===== config.mk =====
export PLATFORM = sky130hd
export DESIGN_NAME = epp_cycle_ctrl
export DESIGN_NICKNAME = d
export VERILOG_FILES = /design/src/rtl/epp_pkg.sv /design/src/rtl/epp_sync.sv /design/src/rtl/epp_wdog.sv /design/src/rtl/epp_pin_mux.sv /design/src/rtl/epp_cycle_ctrl.sv
export SDC_FILE = /design/constraint.sdc
export NUM_CORES = 1
export LEC_CHECK = 0
export CORE_MARGIN = 4
export CORE_UTILIZATION = 62
export DETAILED_ROUTE_END_ITERATION = 10
export DONT_BUFFER_PORTS = 1
export GPL_TIMING_DRIVEN = 0
export PLACE_DENSITY = 0.78
export REMOVE_ABC_BUFFERS = 1
export SYNTH_ARGS = -nofsm -noshare
export SYNTH_HDL_FRONTEND = slang
export SYNTH_HIERARCHICAL = 1
export SYNTH_SLANG_ARGS = --single-unit

===== constraint.sdc =====
create_clock -name clk_i -period 2.9 [get_ports clk_i]
set_input_delay 0.29 -clock clk_i [delete_from_list [all_inputs] [get_ports clk_i]]
set_output_delay 0.29 -clock clk_i [all_outputs]
set_load 0.01 [all_outputs]

===== src/rtl/epp_pkg.sv =====
package epp_pkg;

   // host register offsets whose meaning the cycle engine decodes
   localparam logic [2:0] OFS_SPP  = 3'd0;
   localparam logic [2:0] OFS_STAT = 3'd1;
   localparam logic [2:0] OFS_CTRL = 3'd2;
   localparam logic [2:0] OFS_ADDR = 3'd3;

   typedef enum logic [1:0] {
      CY_IDLE,
      CY_SETUP,
      CY_STB,
      CY_HOLD
   } cyc_state_e;

   typedef struct packed {
      logic dir;    // 1: bus released for input
      logic selin;  // 1: address-strobe pin low when idle
      logic init;   // 1: init pin low
      logic afd;    // 1: data-strobe pin low when idle
      logic strb;   // 1: write pin low; forces write mode in a cycle
   } ctrl_t;

   function automatic logic [7:0] ctrl_to_byte(input ctrl_t c);
      return {2'b00, c.dir, 1'b0, c.selin, c.init, c.afd, c.strb};
   endfunction

   function automatic ctrl_t byte_to_ctrl(input logic [7:0] b);
      ctrl_t c;
      c.strb  = b[0];
      c.afd   = b[1];
      c.init  = b[2];
      c.selin = b[3];
      c.dir   = b[5];
      return c;
   endfunction

endpackage


===== src/rtl/epp_sync.sv =====
module epp_sync #(
   parameter int unsigned STAGES = 2
) (
   input  logic clk_i,
   input  logic rst_ni,
   input  logic d_i,
   output logic q_o
);

   generate
      if (STAGES == 0) begin : g_pass
         assign q_o = d_i;
      end else if (STAGES == 1) begin : g_one
         logic s_q;
         always_ff @(posedge clk_i) begin
            if (!rst_ni) s_q <= 1'b0;
            else         s_q <= d_i;
         end
         assign q_o = s_q;
      end else begin : g_chain
         logic [STAGES-1:0] sh_q;
         always_ff @(posedge clk_i) begin
            if (!rst_ni) sh_q <= '0;
            else         sh_q <= {sh_q[STAGES-2:0], d_i};
         end
         assign q_o = sh_q[STAGES-1];
      end
   endgenerate

endmodule


===== src/rtl/epp_wdog.sv =====
module epp_wdog #(
   parameter int unsigned LIMIT = 500
) (
   input  logic clk_i,
   input  logic rst_ni,
   input  logic run_i,
   output logic expired_o
);

   localparam int unsigned CW = $clog2(LIMIT + 1);

   logic [CW-1:0] cnt_q;

   always_ff @(posedge clk_i) begin
      if (!rst_ni)                    cnt_q <= '0;
      else if (!run_i)                cnt_q <= '0;
      else if (cnt_q != CW'(LIMIT))   cnt_q <= cnt_q + 1'b1;
   end

   // high during the last allowed clock; the engine aborts on the next edge
   assign expired_o = run_i && (cnt_q == CW'(LIMIT - 1));

endmodule


===== src/rtl/epp_pin_mux.sv =====
module epp_pin_mux
   import epp_pkg::*;
#(
   parameter int unsigned DW = 8
) (
   input  logic          in_cyc_i,
   input  logic          stb_act_i,
   input  logic          cyc_wr_i,
   input  logic          cyc_addr_i,
   input  logic [DW-1:0] cyc_data_i,
   input  ctrl_t         ctrl_i,
   input  logic [DW-1:0] spp_data_i,
   output logic [DW-1:0] pd_o,
   output logic          pd_oe_o,
   output logic          wr_n_o,
   output logic          dstb_n_o,
   output logic          astb_n_o,
   output logic          init_n_o
);

   logic wr_eff;

   // an asserted control strobe bit overrides the cycle direction
   assign wr_eff = cyc_wr_i | ctrl_i.strb;

   always_comb begin
      if (in_cyc_i) begin
         wr_n_o   = ~wr_eff;
         dstb_n_o = ~(stb_act_i & ~cyc_addr_i);
         astb_n_o = ~(stb_act_i & cyc_addr_i);
         pd_oe_o  = wr_eff;
         pd_o     = cyc_data_i;
      end else begin
         wr_n_o   = ~ctrl_i.strb;
         dstb_n_o = ~ctrl_i.afd;
         astb_n_o = ~ctrl_i.selin;
         pd_oe_o  = ~ctrl_i.dir;
         pd_o     = spp_data_i;
      end
   end

   assign init_n_o = ~ctrl_i.init;

endmodule


===== src/rtl/epp_cycle_ctrl.sv =====
module epp_cycle_ctrl
   import epp_pkg::*;
#(
   parameter int unsigned CLK_HZ      = 50_000_000,
   parameter int unsigned TIMEOUT_NS  = 10_000,
   parameter int unsigned SYNC_STAGES = 2,
   parameter int unsigned DW          = 8,
   parameter int unsigned AW          = 3
) (
   input  logic          clk_i,
   input  logic          rst_ni,
   input  logic          epp_mode_i,
   input  logic          req_i,
   input  logic          we_i,
   input  logic [AW-1:0] addr_i,
   input  logic [DW-1:0] wdata_i,
   output logic          done_o,
   output logic [DW-1:0] rdata_o,
   input  logic [DW-1:0] pd_i,
   output logic [DW-1:0] pd_o,
   output logic          pd_oe_o,
   input  logic          pp_ack_i,
   output logic          pp_wr_n_o,
   output logic          pp_dstb_n_o,
   output logic          pp_astb_n_o,
   output logic          pp_init_n_o
);

   localparam int unsigned TIMEOUT_CYCLES = (CLK_HZ / 1000) * TIMEOUT_NS / 1_000_000;

   generate
      if (AW != 3) begin : g_bad_aw
         $error("epp_cycle_ctrl: AW must be 3");
      end
      if (DW != 8) begin : g_bad_dw
         $error("epp_cycle_ctrl: DW must be 8");
      end
      if (TIMEOUT_CYCLES < 4) begin : g_bad_to
         $error("epp_cycle_ctrl: timeout shorter than 4 clocks");
      end
   endgenerate

   cyc_state_e    st_q;
   ctrl_t         ctrl_q;
   logic [DW-1:0] spp_q;
   logic [DW-1:0] cyc_data_q;
   logic [DW-1:0] rdata_q;
   logic          cyc_wr_q;
   logic          cyc_addr_q;
   logic          to_flag_q;
   logic          done_q;
   logic          ack_s;
   logic          in_cyc;
   logic          expired;
   logic          ctrl_strb;
   logic          epp_hit;
   logic [DW-1:0] reg_rd;

   assign in_cyc    = (st_q != CY_IDLE);
   assign ctrl_strb = ctrl_q.strb;
   assign epp_hit   = epp_mode_i && (addr_i >= OFS_ADDR);

   epp_sync #(.STAGES(SYNC_STAGES)) u_sync (
      .clk_i (clk_i),
      .rst_ni(rst_ni),
      .d_i   (pp_ack_i),
      .q_o   (ack_s)
   );

   epp_wdog #(.LIMIT(TIMEOUT_CYCLES)) u_wdog (
      .clk_i    (clk_i),
      .rst_ni   (rst_ni),
      .run_i    (in_cyc),
      .expired_o(expired)
   );

   epp_pin_mux #(.DW(DW)) u_pins (
      .in_cyc_i  (in_cyc),
      .stb_act_i (st_q == CY_STB),
      .cyc_wr_i  (cyc_wr_q),
      .cyc_addr_i(cyc_addr_q),
      .cyc_data_i(cyc_data_q),
      .ctrl_i    (ctrl_q),
      .spp_data_i(spp_q),
      .pd_o      (pd_o),
      .pd_oe_o   (pd_oe_o),
      .wr_n_o    (pp_wr_n_o),
      .dstb_n_o  (pp_dstb_n_o),
      .astb_n_o  (pp_astb_n_o),
      .init_n_o  (pp_init_n_o)
   );

   always_comb begin
      unique case (addr_i)
         OFS_SPP:  reg_rd = ctrl_q.dir ? pd_i : spp_q;
         OFS_STAT: reg_rd = {{(DW-1){1'b0}}, to_flag_q};
         OFS_CTRL: reg_rd = ctrl_to_byte(ctrl_q);
         default:  reg_rd = '0;
      endcase
   end

   always_ff @(posedge clk_i) begin
      if (!rst_ni) begin
         st_q       <= CY_IDLE;
         ctrl_q     <= '0;
         spp_q      <= '0;
         cyc_data_q <= '0;
         rdata_q    <= '0;
         cyc_wr_q   <= 1'b0;
         cyc_addr_q <= 1'b0;
         to_flag_q  <= 1'b0;
         done_q     <= 1'b0;
      end else begin
         done_q <= 1'b0;
         unique case (st_q)
            CY_IDLE: begin
               if (req_i && epp_hit) begin
                  st_q       <= CY_SETUP;
                  cyc_wr_q   <= we_i;
                  cyc_addr_q <= (addr_i == OFS_ADDR);
                  cyc_data_q <= wdata_i;
               end else if (req_i) begin
                  done_q  <= 1'b1;
                  rdata_q <= we_i ? '0 : reg_rd;
                  if (we_i) begin
                     unique case (addr_i)
                        OFS_SPP:  spp_q <= wdata_i;
                        OFS_STAT: if (wdata_i[0]) to_flag_q <= 1'b0;
                        OFS_CTRL: ctrl_q <= byte_to_ctrl(wdata_i);
                        default:  ;
                     endcase
                  end
               end
            end
            CY_SETUP: st_q <= CY_STB;
            CY_STB: begin
               if (expired) begin
                  st_q      <= CY_IDLE;
                  done_q    <= 1'b1;
                  to_flag_q <= 1'b1;
                  rdata_q   <= cyc_wr_q ? '0 : '1;
               end else if (ack_s) begin
                  st_q    <= CY_HOLD;
                  rdata_q <= cyc_wr_q ? '0 : pd_i;
               end
            end
            CY_HOLD: begin
               if (expired) begin
                  st_q      <= CY_IDLE;
                  done_q    <= 1'b1;
                  to_flag_q <= 1'b1;
                  rdata_q   <= cyc_wr_q ? '0 : '1;
               end else if (!ack_s) begin
                  st_q   <= CY_IDLE;
                  done_q <= 1'b1;
               end
            end
            default: st_q <= CY_IDLE;
         endcase
      end
   end

   assign done_o  = done_q;
   assign rdata_o = rdata_q;

endmodule


* Word-level counts from Yosys, hierarchy flattened
Cells that the tools add are included. W data, S select, Z words.
Word-level totals: bits of input ports 25, logic and storage cells 99, flip-flop bits (word level) 46, output and inout bits 22
Cells by class: bitwise operators 13, mux-type cells 35, equality and inequality tests 18, $add $sub $neg 1, reductions and logical operators 16, order comparisons 1
Operators with widths (count):
- $mux W8 | 10
- $pmux W8 S3 | 2
- $mux W1 | 15
- $reduce_and A5 Y1 | 3
- $ne A2 B2 Y1 const B | 6
- $mux W2 | 5
- $not A1 Y1 | 10
- $add A9 B1 Y9 const B | 1
- $eq A9 B9 Y1 const B | 1
- $ne A9 B9 Y1 const B | 1
- $pmux W2 S4 | 1
- $reduce_and A7 Y1 | 1
- $eq A3 B2 Y1 const B | 2
- $ne A3 B3 Y1 const B | 2
- $eq A2 B2 Y1 const B | 2
- $ne A2 B1 Y1 const B | 2
- $reduce_and A2 Y1 | 2
- $reduce_bool A2 Y1 | 2
- $eq A3 B1 Y1 const B | 1
- $ge A3 B2 Y1 const B | 1
- $logic_and A1 B1 Y1 | 3
- $logic_not A3 Y1 | 1
- $pmux W1 S3 | 1
- $reduce_and A3 Y1 | 1
- other kinds (7) | 8

* Logic depth before layout (Yosys ltp)
Gate-level depths: netlist (run 1).
word-level depth 6, gate-level depth with buffers 9, gate-level depth less buffers 7

* By module
The synthesis (run 1) kept the hierarchy.
By module, submodules not included:
- epp_cycle_ctrl | area an instance 1682.9 um^2, cells each 180, times used 1
- epp_wdog | area an instance 459.2 um^2, cells each 55, times used 1
- epp_pin_mux | area an instance 173.9 um^2, cells each 18, times used 1
- epp_sync | area an instance 52.6 um^2, cells each 4, times used 1

* Least setup slack after synthesis (run 1)
OpenSTA, ideal clock, no wires.
kind flip-flop to flip-flop, start register st_q[1], end register rdata_q[0], in the netlist rdata_o[0], data required time 2.767 ns, arrival 1.946 ns, path slack 0.821 ns, clock period less this slack 2.079 ns, stages on the path, launching flop included 10, setup time 0.133 ns, buffers on the path 3, path through dfxtp_1 > clkbuf_1 > or2_2 > nand2_1 > nor3_1 > o21a_1 > clkbuf_1 > or2_2 > clkbuf_1 > a31oi_1
On the way: cells in the longest elaborated chain, start to end 4
RTL lines:
- start, declared | line epp_cycle_ctrl.sv:43 | cyc_state_e st_q;
- start signal, assigned | line epp_cycle_ctrl.sv:104 | st_q <= CY_IDLE;
- start signal, assigned | line epp_cycle_ctrl.sv:118 | st_q <= CY_SETUP;
- start signal, assigned | line epp_cycle_ctrl.sv:135 | CY_SETUP: st_q <= CY_STB;
- $reduce_bool A2 Y1 (*) | line epp_cycle_ctrl.sv:59 | assign in_cyc = (st_q != CY_IDLE);
- via in_cyc | line epp_cycle_ctrl.sv:53 | logic in_cyc;
- $logic_and A1 B1 Y1 (*) | line epp_wdog.sv:21 | assign expired_o = run_i && (cnt_q == CW'(LIMIT - 1));
- via expired | line epp_cycle_ctrl.sv:54 | logic expired;
- $ne A3 B3 Y1 (no line), or another cell as far along
- $reduce_and A5 Y1 (no line) or $pmux W8 S3 (tied branches)
- end signal, assigned | line epp_cycle_ctrl.sv:124 | rdata_q <= we_i ? '0 : reg_rd;
- end signal, assigned | line epp_cycle_ctrl.sv:141 | rdata_q <= cyc_wr_q ? '0 : '1;
- end signal, assigned | line epp_cycle_ctrl.sv:144 | rdata_q <= cyc_wr_q ? '0 : pd_i;
- end, declared | line epp_cycle_ctrl.sv:47 | logic [DW-1:0] rdata_q;
Mark *: on every way through the listed nets, which the timed path passes. The rest lies on a longest branch. A chain may end at the register's enable or synchronous reset.

* Worst setup path after layout (run 1)
start register st_q[1], end register rdata_q[6], in the netlist rdata_o[6]
The elaborated chain is that of the path after synthesis.

==> impl_metrics.toml, run 1 <==
[route]
wl_um = 5052
drtIter0Drc = 110
via_per_inst = 5.953
firstDrtPassIters = 4
antenna_left = 0
route.vias.total = 1768
wl_per_cell_um = 17.01
drc_errors = 0

[min_path]
hold_path_depth = 1
min_from = "pp_ack_i"
min_to = "u_sync/g_chain.sh_q[0]$_SDFF_PN0_"
min_path_type = "input pin to flop"

[grt]
grtUsageTotal_pct = 21.47
grt.overflow.total = 0
grt_pass1_vias = 1755
antenna_found_initial = 0
grt_max_degree = 40
grt_pass1_wl_um = 8452

[floorplan]
fp-row-count = 22
io_pins = 47
die_y_um = 69.81
coreArea_mm2 = 0.003689
initial_core_util_pct = 64.21
dieArea_mm2 = 0.004873
die_x_um = 69.81

[final_layout]
drive_gt1_share_pct = 10.84
layout_commonest_cell = "dfxtp_1"
final_nets = 275
layout_common_cells = "46 x dfxtp_1, 28 x mux2i_1, 27 x nor2b_1, 21 x o21ai_0, 18 x nand2_1"
area_growth_pct = 2.958
final_area_mm2 = 0.002439
insertedDiodeCount = 0

[placed_design]
dpl_cell_area_mm2 = 0.002352
gp_congestion = 0.8174
hpwlAfterDp_um = 3509
place_ws_ns = 0.5324
port_buffers = 0

[power_and_ir_drop]
power.switching_mw = 0.2875
internal-power_mw = 0.8689
p_per_area_mw_per_mm2 = 474.2
power_mw = 1.156
p_comb_share_pct = 8.2
seqPwrFrac_pct = 58.4
netSwitchingFraction_pct = 24.86
vdd_ir_drop_max_mv = 0.2944
leakage_nw = 0.9152
pwr-share-clk_pct = 33.4

[clock_network]
clk_latency_ns = 0.30
h-tree-depth = 2
cts_hold_buf = 0
clock_sinks = 46
clockBufferDepth = 2
root_buffer = "clkbuf_8"
path_clk_slew_ns = 0.08
cts_tree = "yes"
postCtsSetupBuffers = 0
numCtsBuffers = 5
ctsResizeCount = 0

[synthesis]
avgSynthCellArea_um2 = 9.216
syn_area_mm2 = 0.002369
synth_cell_types = 48
yosys_warnings = 6
ys_seq_area_share_pct = 38.88
ys_ff_latch = 46
syn_inst = 257

[timing]
final-hold-violation-count = 0
fmax_mhz = 407.6
setup_viol = 0
rsz0062_at_grt = "no"
min_period_over_period_pct = 84.60
holdWs_ns = 0.1112
min_period_ns = 2.453
worstMarginPinSlew_ns = 1.295
tns_ns = 0
fin_ws_ns = 0.4467
slew_violations = 0
fin_skew_ns = 0.01029
max_slew_margin_pct = 12.92

[worst_setup_path]
reg2reg_to = "rdata_o[6]$_SDFFE_PN0P_"
crit_type = "flop to flop"
worst_ep_required_time_ns = 3.08
worst-path-max-fanout = 17
r2r_cells = 6
r2r-start = "st_q[1]$_SDFFE_PN0P_"
critPathCaptureType = "flop"
regToRegSetupSlack_ns = 0.45
start_kind = "flop"
crit_arrival_ns = 2.63

[outcome]
status = "finished, final reports clean"

[job]
maxCapViolations = 0
## cell usage after synthesis, drive strengths merged
library cell	n	share of area, %
xnor2	2	0.74
and4b	1	0.42
dfxtp	46	39
o21ai	21	4.4
and2	4	1.1
nor3b	4	1.5
o21a	1	0.32
mux2i	28	12
nand4b	2	0.74
or3	4	1.3
ha	2	1.1
a2bb2oi	1	0.37
a21oi	8	1.7
nor2	5	0.79
a22oi	1	0.32
and3b	1	0.37
nor4	1	0.90
and3	4	1.1
a21o	1	0.32
a31o	1	0.37
or4	3	0.95
nand2b	1	0.26
nand2	18	2.9
nor2b	27	7.1
o211a	1	0.42
or2	3	0.79
o221ai	1	0.37
clkbuf	11	1.8
o31a	1	0.37
buf	5	1.4
nor3	4	0.85
inv	7	1.1
a21boi	2	0.63
nand4	3	0.79
a31oi	8	2.1
nand3b	2	0.63
mux2	10	5.5
nand3	5	1.3
o31ai	7	2.2
## worst max path at each step
stage                         startpoint                       to  slack (ns)  cells after the start
finish              st_q[1]$_SDFFE_PN0P_  rdata_o[6]$_SDFFE_PN0P_        0.45                      6
global route        st_q[1]$_SDFFE_PN0P_   to_flag_q$_SDFFE_PN0P_        0.25                      4
CTS                 st_q[1]$_SDFFE_PN0P_  rdata_o[6]$_SDFFE_PN0P_        0.51                      6
detailed placement  st_q[1]$_SDFFE_PN0P_  rdata_o[6]$_SDFFE_PN0P_        0.53                      6
global placement    st_q[1]$_SDFFE_PN0P_  rdata_o[6]$_SDFFE_PN0P_        0.51                      6
floorplan           st_q[1]$_SDFFE_PN0P_  rdata_o[5]$_SDFFE_PN0P_        0.99                      6
## cell families (layout without fill, tap and decap cells)
| kind of cell | count (synthesis) | after routing | synth area share (%) |
|---|---|---|---|
| AOI/OAI and AO/OA | 54 | 54 | 13.95 |
| and+or+nand+nor | 92 | 92 | 23.67 |
| adders and majority gates | 2 | 2 | 1.056 |
| xor gates and xnor gates | 2 | 2 | 0.7397 |
| muxes | 38 | 38 | 17.38 |
| buffers and inverters | 23 | 15 | 4.331 |
| DFF | 46 | 46 | 38.88 |
## routing by layer
| layer | GRT usage (%) | vias up | share of wire, % |
|---|---|---|---|
| met3 | 8.841 | 6 | 6.8 |
| met1 | 26.21 | 826 | 44 |
| li1 | - | 901 | - |
| met4 | 7.660 | 0 | 1.4 |
| met2 | 33.89 | 35 | 48 |
| met5 | 0 | - | 0 |
## critical path: stages, from the launching register on
cell and delay, ns:
dfxtp_1 0.54, or2_2 0.48, nand2_1 0.11, nor3_1 0.41, o21a_1 0.41, or2_2 0.28, a31oi_1 0.11
## cell type report
class | instances | area [um^2]
sequential | 46 | 920.9
clock buffer | 6 | 72.57
clock inverter | 2 | 13.76
inverter | 7 | 26.28
multi-input combinational | 188 | 1345
fill | 329 | 1250
tap | 48 | 60.06
## metrics by stage
| stage | instances | util [%] |
|---|---|---|
| after floorplan | 241 | - |
| final | 297 | 66.11 |
| after global placement | 289 | 63.77 |
| after CTS | 297 | 66.11 |
| after global routing | 297 | 66.11 |
| after detailed placement | 289 | 63.77 |
## sequential cells by signal (all words and copies together) (netlist names)
register / count
cyc_addr_q: 1
spp_q: 8
ctrl_strb: 1
to_flag_q: 1
u_sync/g_chain.sh_q: 2
ctrl_q: 4
rdata_o: 8
u_wdog/cnt_q: 9
cyc_data_q: 8
st_q: 2
done_o: 1
cyc_wr_q: 1
## power by group through the flow
stage / Combinational [mW] / Sequential (mW) / Clock [mW]
3_3_place_gp: 0.0933 / 0.690 / 0
6_report: 0.0948 / 0.676 / 0.386
5_1_grt: 0.105 / 0.679 / 0.420
4_1_cts: 0.0950 / 0.676 / 0.395
3_5_place_dp: 0.0946 / 0.690 / 0
2_1_floorplan: 0.0789 / 0.684 / 0
Power figures use the tool's default switching activity.
==> run 2, diff against run 1 <==
--- a/config.mk
+++ b/config.mk
@@ -6,11 +6,11 @@
 export NUM_CORES = 1
 export LEC_CHECK = 0
 export CORE_MARGIN = 4
-export CORE_UTILIZATION = 62
+export CORE_UTILIZATION = 56
 export DETAILED_ROUTE_END_ITERATION = 10
 export DONT_BUFFER_PORTS = 1
 export GPL_TIMING_DRIVEN = 0
-export PLACE_DENSITY = 0.78
+export PLACE_DENSITY = 0.74
 export REMOVE_ABC_BUFFERS = 1
 export SYNTH_ARGS = -nofsm -noshare
 export SYNTH_HDL_FRONTEND = slang
==> constraint.sdc (replaced) <==
create_clock -name clk_i -period 2.1 [get_ports clk_i]
set_input_delay 0.21 -clock clk_i [delete_from_list [all_inputs] [get_ports clk_i]]
set_output_delay 0.21 -clock clk_i [all_outputs]
set_load 0.01 [all_outputs]
==> run 2 against run 1 <==
Against the previous run:
- combinational power up 43%
- die area increased by 9.5%
- sequential share of layout area down 0.50 points
- final cell count increased by 1.3%
- global-route usage shrank 1.6 points
- via count increased by 0.90%
- clock-buffer cell count up 1
==> impl_metrics.toml, run 2 (synthesis results as in run 1) <==
[outcome]
status = "finished, final reports clean"

[floorplan]
fp-row-count = 23
io_pins = 47
dieArea_mm2 = 0.005334
die_x_um = 73.04
die_y_um = 73.04
initial_core_util_pct = 58.37
coreArea_mm2 = 0.004058

[power_and_ir_drop]
p_per_area_mw_per_mm2 = 656.2
vdd_ir_drop_max_mv = 0.5096
power_mw = 1.624
leakage_nw = 0.9306

[worst_setup_path]
crit_slowest_cell = "nor4_4"
path_buf_inv = 0
slowest_delay_ns = 0.68
crit_arrival_ns = 2.18
worst_ep_required_time_ns = 2.29
crit_type = "flop to flop"
path_cells = "or3_4 -> nor4_4 -> mux2i_1 -> nor2b_1"
regToRegSetupSlack_ns = 0.11
critPathCaptureType = "flop"
worst-path-max-fanout = 11
start_kind = "flop"
path_delay_family = "simple AND/OR/NAND/NOR gates"

[final_layout]
fin_util_pct = 60.99
drive_gt1_share_pct = 13.15
area_growth_pct = 4.490
final_area_mm2 = 0.002475
layout_common_cells = "45 x dfxtp_1, 28 x mux2i_1, 27 x nor2b_1, 21 x o21ai_0, 18 x nand2_1"
largest_reg_flops = 9
insertedDiodeCount = 0
finalNonFillerCells = 301
final_nets = 277
largest-register = "u_wdog/cnt_q"
layout_commonest_cell = "dfxtp_1"

[timing]
worstMarginPinSlew_ns = 0.7992
max_slew_margin_pct = 46.32
min_period_over_period_pct = 94.90
tns_ns = 0
rsz0062_at_grt = "no"
fin_skew_ns = 0.006233
fmax_mhz = 501.8
final-hold-violation-count = 0
slew_violations = 0
min_period_ns = 1.993
fin_ws_ns = 0.1071
holdWs_ns = 0.03451
setup_viol = 0

[clock_network]
numCtsBuffers = 5
h-tree-depth = 2
root_buffer = "clkbuf_8"
cts_hold_buf = 0
clock_sinks = 46
clk_latency_ns = 0.30
clockBufferDepth = 2
cts_tree = "yes"
path_clk_slew_ns = 0.08

[route]
antenna_left = 0
wl_um = 5016
route.vias.total = 1784
drc_errors = 0
drtIter0Drc = 115
firstDrtPassIters = 4
wl_per_cell_um = 16.66
via_per_inst = 5.927

[min_path]
min_path_type = "input pin to flop"

[grt]
antenna_found_initial = 0
grt_pass1_wl_um = 8300
grt.overflow.total = 0
grt_max_degree = 40
grtUsageTotal_pct = 19.83
grt_pass1_vias = 1739

[placed_design]
dpl_cell_area_mm2 = 0.002355
place_ws_ns = -0.2658
hpwlAfterDp_um = 3491
port_buffers = 0
gp_congestion = 0.7987
dp_cells = 291

[job]
maxCapViolations = 0
[run 2: path summary, 6_finish.rpt]
path	from	endpoint	depth (start not counted)
setup / recovery	st_q[1]$_SDFFE_PN0P_	spp_q[4]$_SDFFE_PN0P_	4
hold / removal	pp_ack_i	u_sync/g_chain.sh_q[0]$_SDFF_PN0_	1
setup reg to reg	st_q[1]$_SDFFE_PN0P_	spp_q[4]$_SDFFE_PN0P_	4
hold reg to reg	u_sync/g_chain.sh_q[0]$_SDFF_PN0_	u_sync/g_chain.sh_q[1]$_SDFF_PN0_	1
[run 2: layout make-up]
| type | instances | area [um^2] |
|---|---|---|
| Clock inverter | 1 | 5.005 |
| Tap cell | 50 | 62.56 |
| Inverter | 7 | 26.28 |
| Clock buffer | 7 | 86.33 |
| Fill cell | 365 | 1583 |
| Sequential cell | 46 | 922.1 |
| Multi-Input combinational cell | 188 | 1358 |
| Timing Repair Buffer | 2 | 15.01 |
[run 2: where the power goes]
part / total [mW] / switching, mW / internal, mW
Combinational: 0.136 / 0.0675 / 0.0689
Sequential: 0.933 / 0.0323 / 0.901
Clock: 0.554 / 0.288 / 0.266
[run 2: metal layers]
| layer | global-route usage, % | wire (um) |
|---|---|---|
| met1 | 25.59 | 2302 |
| met2 | 29.89 | 2151 |
| met3 | 7.851 | 479 |
| met4 | 6.967 | 82 |
| met5 | 0 | 0 |
[run 2: worst reg2reg max path, stage by stage (launching register included)]
cell and delay [ns]:
dfxtp_1 0.42, or3_4 0.45, nor4_4 0.68, mux2i_1 0.29
nor2b_1 0.06
[run 2: timing repair]
action,in CTS,in global routing
gates resized for setup,4,2
hold endpoints to repair,0,0
setup endpoints to repair,10,9
setup buffers,0,2
pin swaps,0,1
